## src/rtl/fps_pkg.sv

```systemverilog
package fps_pkg;

  typedef enum logic [2:0] {
    ST_IDLE,
    ST_INIT,
    ST_SCAN,
    ST_BITRD,
    ST_PULSE,
    ST_VERIFY,
    ST_FINAL
  } seq_state_e;

  typedef enum logic [1:0] {
    PT_IDLE,
    PT_REQ,
    PT_WAIT
  } port_state_e;

endpackage

```

## src/rtl/fps_cmd_port.sv

```systemverilog
module fps_cmd_port #(
  parameter int BIT_W = 3
) (
  input  logic             clk,
  input  logic             rst_n,
  input  logic             issue,
  input  logic             issue_prog,
  input  logic [BIT_W-1:0] issue_bit,
  output logic             can_issue,
  output logic             rsp_fire,
  output logic             cmd_valid,
  input  logic             cmd_ready,
  output logic             cmd_prog,
  output logic [BIT_W-1:0] cmd_bit,
  input  logic             rsp_valid
);
  import fps_pkg::*;

  port_state_e pst;

  assign rsp_fire  = (pst == PT_WAIT) && rsp_valid;
  assign can_issue = (pst == PT_IDLE) || rsp_fire;
  assign cmd_valid = (pst == PT_REQ);

  always_ff @(posedge clk or negedge rst_n) begin
    if (!rst_n) begin
      pst      <= PT_IDLE;
      cmd_prog <= 1'b0;
      cmd_bit  <= '0;
    end else if (issue && can_issue) begin
      pst      <= PT_REQ;
      cmd_prog <= issue_prog;
      cmd_bit  <= issue_bit;
    end else begin
      case (pst)
        PT_REQ:  if (cmd_ready) pst <= PT_WAIT;
        PT_WAIT: if (rsp_valid) pst <= PT_IDLE;
        default: ;
      endcase
    end
  end


  cmd_hold_chk: assert property (@(posedge clk) disable iff (!rst_n)
    (cmd_valid && !cmd_ready) |=> (cmd_valid && $stable(cmd_prog) && $stable(cmd_bit)));


  one_outstanding_chk: assert property (@(posedge clk) disable iff (!rst_n)
    issue |-> can_issue);

endmodule

```

## src/rtl/fps_pulse_ctr.sv

```systemverilog
module fps_pulse_ctr #(
  parameter int MIN_PULSES = 4,
  parameter int MAX_PULSES = 20,
  parameter int CNT_W      = $clog2(MAX_PULSES + 1)
) (
  input  logic             clk,
  input  logic             rst_n,
  input  logic             clr,
  input  logic             inc,
  output logic [CNT_W-1:0] cnt,
  output logic             pre_min,
  output logic             at_max
);

  assign pre_min = (cnt >= CNT_W'(MIN_PULSES - 1));
  assign at_max  = (cnt >= CNT_W'(MAX_PULSES));

  always_ff @(posedge clk or negedge rst_n) begin
    if (!rst_n)              cnt <= '0;
    else if (clr)            cnt <= '0;
    else if (inc && !at_max) cnt <= cnt + CNT_W'(1);
  end


  pulse_cap_chk: assert property (@(posedge clk) disable iff (!rst_n)
    cnt <= CNT_W'(MAX_PULSES));


  no_extra_pulse_chk: assert property (@(posedge clk) disable iff (!rst_n)
    !(inc && at_max));

endmodule

```

## src/rtl/fps_bit_pick.sv

```systemverilog
module fps_bit_pick #(
  parameter int DATA_W = 8,
  parameter int BIT_W  = $clog2(DATA_W)
) (
  input  logic [DATA_W-1:0] pend,
  output logic              any,
  output logic [BIT_W-1:0]  sel
);

  assign any = |pend;

  always_comb begin
    sel = '0;
    for (int i = DATA_W - 1; i >= 0; i--) begin
      if (pend[i]) sel = BIT_W'(i);
    end
  end

endmodule

```

## src/rtl/fuse_prog_seq.sv

```systemverilog
module fuse_prog_seq #(
  parameter int ADDR_W     = 10,
  parameter int DATA_W     = 8,
  parameter int MIN_PULSES = 4,
  parameter int MAX_PULSES = 20,
  localparam int BIT_W     = $clog2(DATA_W)
) (
  input  logic              clk,
  input  logic              rst_n,
  input  logic              start,
  input  logic [ADDR_W-1:0] addr,
  input  logic [DATA_W-1:0] value,
  output logic              done,
  output logic              error,
  output logic              cmd_valid,
  input  logic              cmd_ready,
  output logic              cmd_prog,
  output logic [ADDR_W-1:0] cmd_addr,
  output logic [BIT_W-1:0]  cmd_bit,
  input  logic              rsp_valid,
  input  logic [DATA_W-1:0] rsp_data
);
  import fps_pkg::*;

  localparam int CNT_W = $clog2(MAX_PULSES + 1);

  seq_state_e        st, st_n;
  logic [ADDR_W-1:0] addr_q;
  logic [DATA_W-1:0] val_q;
  logic [DATA_W-1:0] handled;
  logic [BIT_W-1:0]  cur_bit;
  logic              fail_q;
  logic              error_q;
  logic              done_q;

  logic              issue, issue_prog;
  logic [BIT_W-1:0]  issue_bit;
  logic              can_issue, rsp_fire;
  logic              cnt_clr, cnt_inc, pre_min, at_max;
  logic [CNT_W-1:0]  cnt;
  logic              pick_any;
  logic [BIT_W-1:0]  pick_sel;
  logic              cur_set;
  logic              no_new;

  assign done     = done_q;
  assign error    = error_q;
  assign cmd_addr = addr_q;
  assign cur_set  = rsp_data[cur_bit];
  assign no_new   = ((~rsp_data & val_q) == '0);

  fps_cmd_port #(.BIT_W(BIT_W)) port_i (
    .clk, .rst_n,
    .issue, .issue_prog, .issue_bit,
    .can_issue, .rsp_fire,
    .cmd_valid, .cmd_ready, .cmd_prog, .cmd_bit,
    .rsp_valid
  );

  fps_pulse_ctr #(.MIN_PULSES(MIN_PULSES), .MAX_PULSES(MAX_PULSES), .CNT_W(CNT_W)) ctr_i (
    .clk, .rst_n,
    .clr(cnt_clr), .inc(cnt_inc),
    .cnt, .pre_min, .at_max
  );

  fps_bit_pick #(.DATA_W(DATA_W), .BIT_W(BIT_W)) pick_i (
    .pend(val_q & ~handled),
    .any(pick_any),
    .sel(pick_sel)
  );

  always_comb begin
    st_n       = st;
    issue      = 1'b0;
    issue_prog = 1'b0;
    issue_bit  = cur_bit;
    cnt_clr    = 1'b0;
    cnt_inc    = 1'b0;
    case (st)
      ST_IDLE: if (start) begin
        issue = 1'b1;
        st_n  = ST_INIT;
      end
      ST_INIT: if (rsp_fire) st_n = no_new ? ST_IDLE : ST_SCAN;
      ST_SCAN: begin
        issue = 1'b1;
        if (pick_any) begin
          issue_bit = pick_sel;
          st_n      = ST_BITRD;
        end else begin
          st_n = ST_FINAL;
        end
      end
      ST_BITRD: if (rsp_fire) begin
        if (cur_set) begin
          st_n = ST_SCAN;
        end else begin
          issue      = 1'b1;
          issue_prog = 1'b1;
          cnt_clr    = 1'b1;
          st_n       = ST_PULSE;
        end
      end
      ST_PULSE: if (rsp_fire) begin
        cnt_inc = 1'b1;
        issue   = 1'b1;
        if (pre_min) st_n = ST_VERIFY;
        else         issue_prog = 1'b1;
      end
      ST_VERIFY: if (rsp_fire) begin
        if (cur_set || at_max) begin
          st_n = ST_SCAN;
        end else begin
          issue      = 1'b1;
          issue_prog = 1'b1;
          st_n       = ST_PULSE;
        end
      end
      ST_FINAL: if (rsp_fire) st_n = ST_IDLE;
      default: st_n = ST_IDLE;
    endcase
  end

  always_ff @(posedge clk or negedge rst_n) begin
    if (!rst_n) begin
      st      <= ST_IDLE;
      addr_q  <= '0;
      val_q   <= '0;
      handled <= '0;
      cur_bit <= '0;
      fail_q  <= 1'b0;
      error_q <= 1'b0;
      done_q  <= 1'b0;
    end else begin
      st     <= st_n;
      done_q <= 1'b0;
      case (st)
        ST_IDLE: if (start) begin
          addr_q  <= addr;
          val_q   <= value;
          handled <= '0;
          fail_q  <= 1'b0;
          error_q <= 1'b0;
        end
        ST_INIT: if (rsp_fire && no_new) done_q <= 1'b1;
        ST_SCAN: if (pick_any) cur_bit <= pick_sel;
        ST_BITRD: if (rsp_fire && cur_set) handled[cur_bit] <= 1'b1;
        ST_VERIFY: if (rsp_fire && (cur_set || at_max)) begin
          handled[cur_bit] <= 1'b1;
          if (!cur_set) fail_q <= 1'b1;
        end
        ST_FINAL: if (rsp_fire) begin
          done_q  <= 1'b1;
          error_q <= fail_q | (|(val_q & ~rsp_data));
        end
        default: ;
      endcase
    end
  end


  done_pulse_chk: assert property (@(posedge clk) disable iff (!rst_n)
    done_q |=> !done_q);


  start_busy_chk: assert property (@(posedge clk) disable iff (!rst_n)
    (st != ST_IDLE && start) |=> ($stable(val_q) && $stable(addr_q)));


  verify_gate_chk: assert property (@(posedge clk) disable iff (!rst_n)
    (st == ST_VERIFY) |-> (cnt >= CNT_W'(MIN_PULSES)));


  prog_requested_chk: assert property (@(posedge clk) disable iff (!rst_n)
    (cmd_valid && cmd_prog) |-> val_q[cmd_bit]);


  error_clear_chk: assert property (@(posedge clk) disable iff (!rst_n)
    (st == ST_IDLE && start) |=> !error_q);

endmodule

```

## config.mk

```make
export PLATFORM = sky130hd
export DESIGN_NAME = fuse_prog_seq
export DESIGN_NICKNAME = d
export VERILOG_FILES = /design/src/rtl/fps_pkg.sv /design/src/rtl/fps_cmd_port.sv /design/src/rtl/fps_pulse_ctr.sv /design/src/rtl/fps_bit_pick.sv /design/src/rtl/fuse_prog_seq.sv
export SDC_FILE = /design/constraint.sdc
export NUM_CORES = 1
export LEC_CHECK = 0
export CAP_MARGIN = 0
export CORE_UTILIZATION = 30
export DETAILED_ROUTE_END_ITERATION = 7
export GPL_TIMING_DRIVEN = 0
export PLACE_DENSITY = 0.61
export REMOVE_ABC_BUFFERS = 1
export SYNTH_ARGS = -nofsm -noshare
export SYNTH_HDL_FRONTEND = slang
export SYNTH_SLANG_ARGS = --single-unit
export TNS_END_PERCENT = 5
```

## constraint.sdc

```tcl
create_clock -name clk -period 6.65 [get_ports clk]
set_input_delay 0.665 -clock clk [delete_from_list [all_inputs] [get_ports clk]]
set_output_delay 0.665 -clock clk [all_outputs]
set_load 0.01 [all_outputs]
```

Yosys cells after proc, flatten, opt, wreduce, memory -nomap -nowiden
Index checks and enable logic that the tools add are counted. W data, S select, Z words.

Add/subtract/negate cells: 1. $lt $le $gt $ge: 4. Reduce and logical (&&, ||, !) cells: 26. Eq/ne operators: 20. Multiplexer cells: 56. Bitwise gates (word level): 6.

Operators with widths (number): $mux W3 (20); $mux W8 (3); $pmux W8 S3 (1); $pmux W3 S7 (1); $mux W1 (17); $and A8 B8 Y8 (2); $not A8 Y8 (2); $reduce_or A8 Y1 (2); $ne A2 B1 Y1 const B (6); $mux W5 (2); $eq A3 B3 Y1 const B (3); $logic_not A8 Y1 (1); $mux W2 (4); $ne A2 B2 Y1 const B (4); $or A8 B8 Y8 (1); $reduce_and A4 Y1 (2); $logic_and A1 B1 Y1 (7); $reduce_and A7 Y1 (1); $eq A3 B2 Y1 const B (2); $pmux W1 S2 (3); $reduce_and A3 Y1 (2); $reduce_bool A2 Y1 (3); $reduce_bool A3 Y1 (2); $add A5 B1 Y5 const B (1); other kinds (20) (21).

Bits in registers: 46. Word-level logic and storage cells: 125. Bits of input ports: 31.

Longest topological paths before layout
Gate-level depths: netlist of the first run.

Depth in word-level cells: 12. Mapped depth: 7. Mapped depth without buffers: 6.

Hierarchy
A second synthesis of the first run with hierarchy kept.

Cells, all modules: 266. Area total of the unflattened synthesis: 2512.4 um2.

By module, submodules not included: fuse_prog_seq (times used 1, area each 1818.0 um2, cells an instance 198, seq. area each 875.8 um2); fps_cmd_port (times used 1, area each 336.6 um2, cells an instance 25, seq. area each 150.1 um2); fps_pulse_ctr (times used 1, area each 276.5 um2, cells an instance 30, seq. area each 125.1 um2); fps_bit_pick (times used 1, area each 81.3 um2, cells an instance 13, seq. area each 0.0 um2).

Least setup slack after synthesis of the first run
No wires, ideal clock.

Path type: input to register. Start point: in rsp_data[5]. End point: reg port_i.cmd_bit[1]. Buffers on the path: 1. Slack: 4241 ps. Data arrival time: 2281 ps. Stages on the path: 6. Path through: mux4_2 > mux2_4 > o31ai_4 > and4_1 > buf_4 > mux2_1.

Word-level cells in the longest chain between the ends: 7. Elaborated cells on any way between the ends: 9.

Ends and longest elaborated chain: start: declaration (RTL line fuse_prog_seq.sv:21) `input logic [DATA_W-1:0] rsp_data`; $bmux W1 S3 * (RTL line fuse_prog_seq.sv:49) `assign cur_set = rsp_data[cur_bit];`; $mux W1 (implied by the code) * (RTL line fuse_prog_seq.sv:49); $logic_or A1 B1 Y1 (RTL line fuse_prog_seq.sv:111) `if (cur_set || at_max) begin`; $mux W1 (RTL line fuse_prog_seq.sv:111); $mux W1 (RTL line fuse_prog_seq.sv:110) `ST_VERIFY: if (rsp_fire) begin`; $pmux W1 S5 * (RTL line fuse_prog_seq.sv:79) `case (st)`; $logic_and A1 B1 Y1 * (RTL line fps_cmd_port.sv:30) `end else if (issue && can_issue) begin`; end signal: assignment (RTL line fps_cmd_port.sv:33) `cmd_bit <= issue_bit;`; end: declaration (RTL line fps_cmd_port.sv:14) `output logic [BIT_W-1:0] cmd_bit,`.

Every way passes the cells marked *; elsewhere a longest branch is shown, timed or not. The select of a mux whose other input is x is not followed. A chain may end at the register's enable or synchronous reset.

Worst setup path in the final report of the first run
Start point: in rsp_data[4]. End point: reg port_i.cmd_bit[1].

The elaborated chain is that of the path after synthesis.

==> results.ini, run 1 <==
[floorplanning]
initial_utilization_pct = 30.9
die_y_um = 91.3
core_area_mm2 = 0.00773
num_io_pins = 48
rows = 32
die_width_um = 91.3
die_area_mm2 = 0.00833

[detailed_routing]
vias_per_cell = 5.07
drtIter0Drc = 179
vias = 2067
drt-wirelength-per-cell_um = 14.0
wl_met3_um = 245
route.detailed.drc = 0
finalWirelength_mm = 5.72
ant_nets = 0
wl_met2_mm = 2.54
dr.max_layer_used = met4
wl_met1_mm = 2.78
drt_pre_antenna_iters = 4

[worst_setup_path]
arrival_ps = 2870
max_stage_delay_ps = 460
cp.required_ps = 6830
critPathLaunchType = input port
cp_top_family = multiplexers
path_class = in2reg
crit_buf_inv = 1
crit_chain = clkdlybuf4s50_1, mux4_2, mux2_4, o31ai_4, and4_1, mux2_1
worstPathMaxFanout = 8
cp_slowest_cell = mux4_2
end_kind = flop

[placed_design]
gp_congestion = 0.801
dpl.hpwl_mm = 4.11
numPortBuffers = 47

[sta]
worstMarginPinSlew_ps = 954
finalClockSkew_ps = 7.71
hold_viol = 0
max_slew_margin_pct = 36.2
finalCriticalPeriod_ps = 2690
finalSetupViolations = 0
fin_crit_sh_pct = 40.4
rsz0062_at_grt = no
tns_ps = 0
drv_slew = 0
fmaxAchievable_mhz = 372

[logic_synthesis]
synthArstFlopShare_pct = 100
synthTopCellsByCount = 55 x nand2_1, 46 x dfrtp_1, 18 x nor2_1, 17 x inv_1
yosysMostFrequentCell = nand2_1
synth_top_flop_cell = dfrtp_1
synth_top_cell_by_area = dfrtp_1
seq_area_frac_synth_pct = 48.1
synth_top_cell_area_share_pct = 48.1
synth_edf_count = 0
synth_area_mm2 = 0.00239
synth-seq-cells = 46
syn_inst = 260
ys_warn_count = 0
syn_area_per_cell_um2 = 9.20
ys_types = 50
ys_top_cells_by_area = dfrtp_1 48%, nand2_1 8.6%, nor2_1 2.8%

[clock_tree]
htreeDepth = 2
clock_sinks = 46
clk_latency_ps = 300
cts_resized = 0
cts_buffer_depth = 2
clkTransAtPathRegs_ps = 90
numCtsBuffers = 5
root_buffer = clkbuf_8
tritoncts = done
cts_setup_buffers = 0
cts_hold_buf = 0

[global_routing]
grt_usage_pct = 14.9
antenna_found_initial = 0
grt_pass1_wl_mm = 10.0
grt_max_degree = 36
overflow = 0
first_global_vias = 2068

[run]
drv_cap = 0

[layout]
area_growth_pct = 28.1
final_layout_size_suffix_gt1_share_pct = 5.56
fin_nets = 338
n_antenna_cell = 0
fillCellCount = 779

[power_and_ir_drop]
ir_drop_uv = 135
finalPower_uw = 906
p_leak_nw = 1.32
cellPowerDensity_mw_per_mm2 = 296

[status]
outcome = completed

[min_path]
min_path_type = in2async

layout by cell type, fill, tap and decap left out, types with 3 or more instances in the layout:
cell type         n
inv_1            17
clkbuf_8          6
dfrtp_1          46
o21ai_0          12
o41ai_1           7
clkdlybuf4s50_1  46
nand3_1           3
nor2b_1           9
nand4b_1          3
nand2b_1          9
a21oi_1          12
o22ai_1           5
nand2_1          55
nor3_1            4
nand4_1           3
o21ai_1           3
nor2_1           18
report_power, final:
part	switching [mW]	internal, mW	leakage [nW]
Sequential	0.0580	0.346	0.603
Combinational	0.167	0.158	0.669
Clock	0.0925	0.0840	0.0482
per-stage QoR:
step | instance area [um^2] | instances | hold WS [ps] | util, % | setup slack (ps)
floorplan | 2340 | 249 | 369 | - | 4250
global placement | 2940 | 398 | 459 | 38.0 | 3280
detailed placement | 2970 | 400 | 461 | 38.5 | 3650
CTS | 3060 | 408 | 248 | 39.6 | 3970
global route | 3060 | 408 | 259 | 39.6 | 3880
finish | 3060 | 408 | 244 | 39.6 | 3960
layout make-up:
| cell class | count | area (um^2) | share of cell area, % |
|---|---|---|---|
| Clock buffer | 7 | 86.3 | 2.82 |
| Inverter | 18 | 67.6 | 2.21 |
| Tap cell | 102 | 128 | 4.17 |
| Sequential cell | 46 | 1150 | 37.6 |
| Timing Repair Buffer | 49 | 497 | 16.2 |
| Clock inverter | 1 | 5.00 | 0.163 |
| Multi-Input combinational cell | 185 | 1130 | 36.8 |
logic make-up after synthesis:
family                   after synthesis  synth area share (%)
AND/OR/NAND/NOR                      116                  24.0
adder cells (fa/ha/maj)                2                  1.05
buffers and inverters                 29                  5.02
flip-flops                            46                  48.1
AO/OA/AOI/OAI                         58                  16.9
multiplexers                           6                  3.87
XOR/XNOR                               3                  1.10
worst paths after layout:
kind                             start           endpoint  slack (ps)  cells past startpoint
hold reg to reg             handled[2]         handled[2]         480                      2
min in group clk            handled[2]         handled[2]         480                      2
setup reg to reg            cur_bit[0]  port_i.cmd_bit[1]        4150                      5
setup / recovery           rsp_data[4]  port_i.cmd_bit[1]        3960                      6
hold / removal                   rst_n  port_i.cmd_bit[2]         240                      1
max in group asynchronous        rst_n       ctr_i.cnt[0]        5920                      2
sequential cells by signal, indices dropped and copies added (netlist names):
name	flops
handled	8
port_i.cmd_bit	3
port_i.cmd_prog	1
done	1
val_q	8
cur_bit	3
ctr_i.cnt	5
st	3
fail_q	1
error	1
port_i.pst	2
cmd_addr	10
per-layer routing:
layer / track usage, % / vias up
li1: - / 1012
met1: 21.0 / 989
met2: 22.5 / 55
met3: 2.09 / 11
met4: 7.28 / 0
met5: 0 / -
(Power assumes the default switching activity.)
==> run 2, diff against run 1 <==
--- a/config.mk
+++ b/config.mk
@@ -9,7 +9,7 @@
 export CORE_UTILIZATION = 30
 export DETAILED_ROUTE_END_ITERATION = 7
 export GPL_TIMING_DRIVEN = 0
-export PLACE_DENSITY = 0.61
+export PLACE_DENSITY = 0.63
 export REMOVE_ABC_BUFFERS = 1
 export SYNTH_ARGS = -nofsm -noshare
 export SYNTH_HDL_FRONTEND = slang
==> constraint.sdc (replaced) <==
create_clock -name clk -period 2.2 [get_ports clk]
set_input_delay 0.22 -clock clk [delete_from_list [all_inputs] [get_ports clk]]
set_output_delay 0.22 -clock clk [all_outputs]
set_load 0.01 [all_outputs]
==> run 2 against run 1 <==
The run now ends with setup timing left. Critical path depth shrank 1. Power grew to 3.2 times the previous value. Sequential share of layout area shrank 0.71 points. Highest routed layer unchanged.
==> results.ini, run 2 (synthesis gave the netlist of run 1 again) <==
[clock_tree]
tritoncts = done
htreeDepth = 2
root_buffer = clkbuf_8
numCtsBuffers = 5
clk_latency_ps = 300
clkTransAtPathRegs_ps = 90
clock_sinks = 46
cts_buffer_depth = 2

[placed_design]
gp_congestion = 0.853
place_inst = 400
dpl.hpwl_mm = 4.10
numPortBuffers = 47
place_area_mm2 = 0.00297
place_ws_ps = -368

[detailed_routing]
drt-wirelength-per-cell_um = 14.0
route.detailed.drc = 0
drtIter0Drc = 117
finalWirelength_mm = 5.77
ant_nets = 0
vias_per_cell = 5.01
drt_pre_antenna_iters = 4
vias = 2058

[layout]
area_growth_pct = 31.1
stdcell_area_mm2 = 0.00314
largest_reg_flops = 10
final_layout_size_suffix_gt1_share_pct = 8.74
fin_nets = 342
layout.cells.non_filler = 411
utilization_pct = 40.6
n_antenna_cell = 0
final_common_cell = nand2_1
layout_common_cells = 55 x nand2_1, 46 x clkdlybuf4s50_1, 42 x dfrtp_1

[floorplanning]
die_area_mm2 = 0.00833
initial_utilization_pct = 30.9
die_width_um = 91.3
num_io_pins = 48
rows = 32
die_y_um = 91.3
core_area_mm2 = 0.00773

[worst_setup_path]
cp.required_ps = 2390
worstPathMaxFanout = 12
arrival_ps = 2400
end_kind = flop
critPathLaunchType = flop
path_class = reg2reg

[global_routing]
overflow = 0
grt_usage_pct = 15.2
first_global_vias = 2051
grt_max_degree = 38
antenna_found_initial = 0
grt_pass1_wl_mm = 10.2

[sta]
rsz0062_at_grt = yes
worstMarginPinSlew_ps = 749
max_slew_margin_pct = 49.8
finalClockSkew_ps = 8.08
fin_crit_sh_pct = 101
whs_ps = 312
finalSetupViolations = 1
fmaxAchievable_mhz = 452
hold_viol = 0
fin_ws_ps = -12.4
drv_slew = 0
finalCriticalPeriod_ps = 2210

[status]
violations = setup timing
outcome = complete, but fails checks

[run]
drv_cap = 0

[min_path]
min_path_type = in2async

[power_and_ir_drop]
cellPowerDensity_mw_per_mm2 = 914
ir_drop_uv = 446
p_leak_nw = 1.34

run 2: path summary, 6_finish.rpt:
check / from / end / slack [ps] / cells after the start
max: st[1] / port_i.cmd_bit[2] / -10 / 5
max reg2reg: st[1] / port_i.cmd_bit[2] / -10 / 5
max in group asynchronous: rst_n / st[1] / 1400 / 3
min: rst_n / port_i.cmd_bit[1] / 310 / 2
min in group clk: addr[1] / cmd_addr[1] / 440 / 3
min reg2reg: handled[6] / handled[6] / 480 / 2
run 2: final cells by class:
type,count,area [um^2]
clock buffer,6,82.6
clock inverter,1,30.0
fill,768,4590
inverter,18,67.6
multi-input combinational,185,1140
sequential,46,1160
tap,102,128
timing repair buffer,53,529
run 2: power by group:
group          internal (mW)  switching (mW)
clock                  0.364           0.282
sequential              1.05           0.177
combinational          0.484           0.509
run 2: routing by layer:
layer  global-route usage, %  wire length [um]  up-vias
met5                       0                 0        -
met4                    4.10                68        0
met3                    3.52               293        8
met2                    24.9              2690       53
met1                    20.3              2710      990
li1                        -                 -     1007
run 2: critical path, stage by stage (launching register included):
cell and delay (ps):
dfrtp_2 520, or4bb_1 520, a221o_1 360, o31ai_4 70, and4_4 300, mux2_1 330
run 2: stage by stage:
step | TNS [ps] | total power [mW]
5_1_grt | -147 | 3.06
4_1_cts | -146 | 2.88
3_3_place_gp | -35390 | 2.19
6_report | -12.4 | 2.87
3_5_place_dp | -2450 | 2.21
2_1_floorplan | -96.1 | 1.75
run 2: repair_timing:
| item | CTS | global route |
|---|---|---|
| setup endpoints to repair | 11 | 6 |
| hold endpoints to repair | 9 | 0 |
| pin swaps | 1 | 4 |
| hold buffers | 1 | 0 |
| resized for setup | 5 | 3 |
| buffers inserted | 3 | 0 |
